### src/rtl/thermal_arbiter_pkg.sv
package thermal_arbiter_pkg;
  typedef enum logic {
    ST_COOL = 1'b0,
    ST_HOT  = 1'b1
  } therm_state_t;
endpackage

### src/rtl/thermal_hold_fsm.sv
module thermal_hold_fsm
  import thermal_arbiter_pkg::*;
(
  input  logic clk,
  input  logic rst_n,
  input  logic over_temp,
  input  logic cooled,
  output logic trip_evt,
  output logic rel_evt,
  output logic hold_act
);
  therm_state_t state_q, state_d;

  always_comb begin
    state_d  = state_q;
    trip_evt = 1'b0;
    rel_evt  = 1'b0;
    case (state_q)
      ST_COOL: if (over_temp) begin
        trip_evt = 1'b1;
        state_d  = ST_HOT;
      end
      ST_HOT: if (cooled && !over_temp) begin
        rel_evt = 1'b1;
        state_d = ST_COOL;
      end
      default: state_d = ST_COOL;
    endcase
  end

  always_ff @(posedge clk or negedge rst_n) begin
    if (!rst_n) state_q <= ST_COOL;
    else        state_q <= state_d;
  end

  assign hold_act = (state_q == ST_HOT);


  release_needs_cool_chk: assert property (@(posedge clk) disable iff (!rst_n)
    $fell(hold_act) |-> ($past(cooled) && !$past(over_temp)));

  hold_starts_on_trip_chk: assert property (@(posedge clk) disable iff (!rst_n)
    $rose(hold_act) |-> $past(over_temp));
endmodule

### src/rtl/thermal_chan_cell.sv
module thermal_chan_cell (
  input  logic clk,
  input  logic rst_n,
  input  logic trip_evt,
  input  logic rel_evt,
  input  logic hold_act,
  input  logic heavy,
  input  logic seq_on,
  output logic off,
  output logic restart
);
  logic off_q, off_d;
  logic arm_q, arm_d;
  logic rst_q, rst_d;

  always_comb begin
    off_d = off_q;
    arm_d = arm_q;
    rst_d = 1'b0;
    if (trip_evt) begin
      off_d = heavy;
      arm_d = heavy & seq_on;
    end else if (rel_evt) begin
      off_d = 1'b0;
      arm_d = 1'b0;
      rst_d = arm_q & seq_on;
    end else if (hold_act && !seq_on) begin
      arm_d = 1'b0;
    end
  end

  always_ff @(posedge clk or negedge rst_n) begin
    if (!rst_n) begin
      off_q <= 1'b0;
      arm_q <= 1'b0;
      rst_q <= 1'b0;
    end else begin
      off_q <= off_d;
      arm_q <= arm_d;
      rst_q <= rst_d;
    end
  end

  assign off     = off_q;
  assign restart = rst_q;


  restart_single_chk: assert property (@(posedge clk) disable iff (!rst_n)
    restart |=> !restart);

  restart_after_off_chk: assert property (@(posedge clk) disable iff (!rst_n)
    restart |-> ($past(off) && !off));

  off_held_chk: assert property (@(posedge clk) disable iff (!rst_n)
    ($past(hold_act) && hold_act) |-> $stable(off));

  no_restart_unarmed_chk: assert property (@(posedge clk) disable iff (!rst_n)
    (hold_act && !seq_on) |=> !restart);
endmodule

### src/rtl/thermal_arbiter.sv
module thermal_arbiter #(
  parameter int NCH = 2
) (
  input  logic           clk,
  input  logic           rst_n,
  input  logic           over_temp,
  input  logic           cooled,
  input  logic [NCH-1:0] heavy_load,
  input  logic [NCH-1:0] seq_on,
  output logic [NCH-1:0] therm_off,
  output logic [NCH-1:0] restart_req,
  output logic [NCH-1:0] pass_en
);
  logic [1:0] rst_sync_q;
  logic       rst_int_n;
  logic       trip_evt, rel_evt, hold_act;

  always_ff @(posedge clk or negedge rst_n) begin
    if (!rst_n) rst_sync_q <= 2'b00;
    else        rst_sync_q <= {rst_sync_q[0], 1'b1};
  end
  assign rst_int_n = rst_n & rst_sync_q[1];

  thermal_hold_fsm u_fsm (
    .clk       (clk),
    .rst_n     (rst_int_n),
    .over_temp (over_temp),
    .cooled    (cooled),
    .trip_evt  (trip_evt),
    .rel_evt   (rel_evt),
    .hold_act  (hold_act)
  );

  for (genvar i = 0; i < NCH; i++) begin : g_ch
    thermal_chan_cell u_cell (
      .clk      (clk),
      .rst_n    (rst_int_n),
      .trip_evt (trip_evt),
      .rel_evt  (rel_evt),
      .hold_act (hold_act),
      .heavy    (heavy_load[i]),
      .seq_on   (seq_on[i]),
      .off      (therm_off[i]),
      .restart  (restart_req[i])
    );
  end

  assign pass_en = seq_on & ~therm_off;


  no_recapture_chk: assert property (@(posedge clk) disable iff (!rst_int_n)
    ($past(hold_act) && hold_act) |-> $stable(therm_off));

  off_subset_chk: assert property (@(posedge clk) disable iff (!rst_int_n)
    (|therm_off) |-> hold_act);
endmodule

### config.mk
export PLATFORM = sky130hd
export DESIGN_NAME = thermal_arbiter
export DESIGN_NICKNAME = d
export VERILOG_FILES = /design/src/rtl/thermal_arbiter_pkg.sv /design/src/rtl/thermal_hold_fsm.sv /design/src/rtl/thermal_chan_cell.sv /design/src/rtl/thermal_arbiter.sv
export SDC_FILE = /design/constraint.sdc
export NUM_CORES = 1
export LEC_CHECK = 0
export ABC_AREA = 1
export BUFFER_PORTS_ARGS = -buffer_cell sky130_fd_sc_hd__buf_2
export CAP_MARGIN = 40
export CORE_AREA = 5 5 42 44
export CTS_BUF_LIST = sky130_fd_sc_hd__clkbuf_8
export DETAILED_ROUTE_END_ITERATION = 8
export DIE_AREA = 0 0 47 49
export PLACE_DENSITY = 0.57
export SLEW_MARGIN = 20
export SYNTH_ARGS = -nofsm -noshare
export SYNTH_HDL_FRONTEND = slang
export SYNTH_SLANG_ARGS = --single-unit
### constraint.sdc
create_clock -name clk -period 0.8 [get_ports clk]
set_input_delay 0.24 -clock clk [delete_from_list [all_inputs] [get_ports clk]]
set_output_delay 0.24 -clock clk [all_outputs]
set_load 0.01 [all_outputs]
==> run summary <==
• finished, violations left — result of the run
• setup timing — violations in the final reports
• 3 — CTS Buf Count
• 11 — Finish-stage setup viols
• 336 — via count of the first global-routing pass
• 12 — Cell variety after synth
• 0.813 — final weighted congestion in routability-driven placement
• 74 — final-stage net count
• 76 — Placed Cells
• 900 ps — Data arrival, critical path
• flop to output port — critical path class
• 665 µm — HPWL after DPL
• 560 ps — CP Data Required Time
• 2040 mW/mm² — power per cell area
• 153 — Fill cells
• 867 µm — Routed WL
• 0.0853 — global routing usage summed across all routing layers
• 50 ps — clock transition at the registers of the reported paths
• 8 — pin count of the biggest net entering global routing
• sky130_fd_sc_hd__clkbuf_8 — buffer cell driving the clock tree root
• 0.00230 mm² — die area
• nor2_1 > buf_2 — critical path, cell by cell
• 0.000322 µW — Lkg Pwr
• flop to async pin — Hold/Removal Path Class
• 3 — maximum net fanout on the critical path
• 1220 µW — Overall Power
• 1 — CTS H-Tree Depth
• 0 — number of inserted diodes
• output port — critical path endpoint category
• 46 — synthesized instance count
• 230 ps — Skew-Pair Late Insertion Delay
• 0 — gr ovfl total
• 0 — Max Transition Viols Final
• 1.62 ps — Final Skew
• 0 — final hold viol count
• 4.28 — per-cell via count in the routed design
• 47 µm — die width
• 2 — deepest clock path buffer count
• 9 — TritonCTS Sinks
• 8.73 µm² — syn_area_per_cell
• 3 — drt first-iter violations
• 0.508 — fraction of final layout cells sized beyond drive strength 1
• 0 — DRC
• 10.7 µm — post-detailed-route wirelength per cell
• 152 ps — Worst Hold Slack
• 1.42 — ratio of final minimum period to clock period
• 49 µm — height of the die
• true — unrepaired setup endpoints after global routing
• 13 — number of port buffers
• 54 — number of nets in the synthesized netlist
• 0.561 — Synth top area share
• 410 ps — Largest stage delay, worst path
• 0.879 GHz — achievable frequency
• flop — Worst Setup Start Kind
• 0 — post-route ant nets
• 0 — Max-Cap Viols
• 347 — number of vias in the routed layout
• 0.00140 mm² — standard cell core area
• 402 µm² — area of the mapped netlist
• 1370 µm — first-pass GRT wire length
• -338 ps — setup slack after layout
• 1140 ps — final critical path time including I/O delays and setup
• 9 — synthesized flop and latch total
• 0 — antenna violations before repair
• 0.561 — portion of the post-synthesis area used by sequential elements
• 0 — Post-CTS Setup Bufs
• sky130_fd_sc_hd__dfrtp_1 — Slowest cell on crit path
• 1.15 mV — worst ir drop on vdd
• 14 — top-level port count
• 0 — number of warnings reported in the yosys synthesis log
• built — CTS tree
• sky130_fd_sc_hd__dfrtp_1 — cell accounting for the most synthesized area
• 81 — count of placed standard cells in the final layout, fillers left out
• 14 — number of rows created at floorplan
• sky130_fd_sc_hd__dfrtp_1 56%, sky130_fd_sc_hd__nand2_1 11%, sky130_fd_sc_hd__buf_4 7.5%, sky130_fd_sc_hd__nor2_1 5.6%, sky130_fd_sc_hd__nand3_1 5.0% — largest cells by area after synthesis
• 48.6% — area overhead of the layout relative to synthesis
• 0.287 — starting utilization of the core area
• 2 — Pre-Repair DR Iteration Count
[layout make-up]
cell class                      instances  area [µm²]  area share
Timing Repair Buffer                   19         123       0.205
Multi-Input combinational cell         28         160       0.268
Sequential cell                         9         226       0.379
Tap cell                               16        20.0      0.0335
Clock buffer                            3        41.3      0.0692
Inverter                                5        21.3      0.0356
Clock inverter                          1        5.00     0.00839
[cell usage after synthesis, drive strengths merged]
library cell,n
o21bai,2
conb,1
inv,5
nand2,13
buf,4
nor2,6
o21ai,1
dfrtp,9
nand3,5
[layer usage]
metal / vias to the layer above / wire length [µm] / global-route usage
met2: 15 / 413 / 0.124
met5: - / 0 / 0
li1: 172 / - / -
met3: 2 / 76 / 0.0332
met4: 0 / 17 / 0.0553
met1: 158 / 360 / 0.0995
[sequential cells by signal, summed over array words and instances, names as in the netlist]
| signal | count |
|---|---|
| u_fsm.hold_act | 1 |
| g_ch.u_cell.off | 2 |
| rst_sync_q | 2 |
| g_ch.u_cell.arm_q | 2 |
| g_ch.u_cell.restart | 2 |
[placed cells by master (no fill, tap or decap)]
cell type	count
sky130_fd_sc_hd__buf_2	12
sky130_fd_sc_hd__buf_4	4
sky130_fd_sc_hd__buf_6	2
sky130_fd_sc_hd__clkbuf_8	3
sky130_fd_sc_hd__clkinv_2	1
sky130_fd_sc_hd__conb_1	1
sky130_fd_sc_hd__dfrtp_1	8
sky130_fd_sc_hd__dfrtp_2	1
sky130_fd_sc_hd__dlygate4sd3_1	1
sky130_fd_sc_hd__inv_1	2
sky130_fd_sc_hd__inv_2	2
sky130_fd_sc_hd__inv_4	1
sky130_fd_sc_hd__nand2_1	12
sky130_fd_sc_hd__nand2_4	1
sky130_fd_sc_hd__nand3_1	1
sky130_fd_sc_hd__nand3_2	3
sky130_fd_sc_hd__nand3_4	1
sky130_fd_sc_hd__nor2_1	4
sky130_fd_sc_hd__nor2_2	2
sky130_fd_sc_hd__o21ai_1	1
sky130_fd_sc_hd__o21bai_1	2
[through the flow]
stage,setup TNS [ps],utilization,worst slack (ps),cell area [µm²]
floorplan,-31.1,-,-15.6,402
global placement,-221,0.353,-89.9,494
detailed placement,-271,0.353,-77.6,494
CTS,-1560,0.410,-315,574
global route,-1940,0.426,-365,597
finish,-1630,0.426,-338,597
[worst max-delay path, delay by kind of cell, from the launching register on]
family                 cells  cell delay [ps]
DFF                        1              410
buffers and inverters      1              140
and+or+nand+nor            1              110
[where the power goes]
| part | internal (µW) | total (µW) | switching [µW] |
|---|---|---|---|
| clock | 340 | 532 | 191 |
| sequential | 484 | 507 | 23.3 |
| combinational | 84.6 | 179 | 94.4 |
| total | 909 | 1220 | 309 |
[kinds of logic (layout without fill, tap and decap cells)]
| kind of cell | after synthesis | after routing | synth area share |
|---|---|---|---|
| AND/OR/NAND/NOR | 24 | 24 | 0.259 |
| AO/OA/AOI/OAI | 3 | 3 | 0.0498 |
| flip-flops | 9 | 9 | 0.561 |
| buffers and inverters | 9 | 28 | 0.122 |
| other | 1 | 1 | 0.00934 |
[final timing paths]
check                                                    start                                to  slack, ps  cells after the start
worst max-delay path            g_ch[0].u_cell.off$_DFFE_PN0P_                        pass_en[0]       -340                      2
worst min-delay path                   rst_sync_q[1]$_DFF_PN0_  g_ch[0].u_cell.arm_q$_DFFE_PN0P_        150                      2
worst max register to register        u_fsm.hold_act$_DFF_PN0_  g_ch[1].u_cell.arm_q$_DFFE_PN0P_        -80                      4
min in group clk                                        cooled          u_fsm.hold_act$_DFF_PN0_        220                      2
max in group asynchronous                                rst_n          u_fsm.hold_act$_DFF_PN0_        140                      4
worst min register to register         rst_sync_q[1]$_DFF_PN0_  g_ch[0].u_cell.arm_q$_DFFE_PN0P_        150                      2
[timing repair]
item / 4_1_cts / 5_1_grt
setup endpoints to repair: 10 / 19
endpoints found under the hold margin: 2 / 0
pin swaps: 3 / 1
gates resized for setup: 5 / 7
hold buffers: 1 / 0
Note: power is estimated with default switching activity, not from simulation.
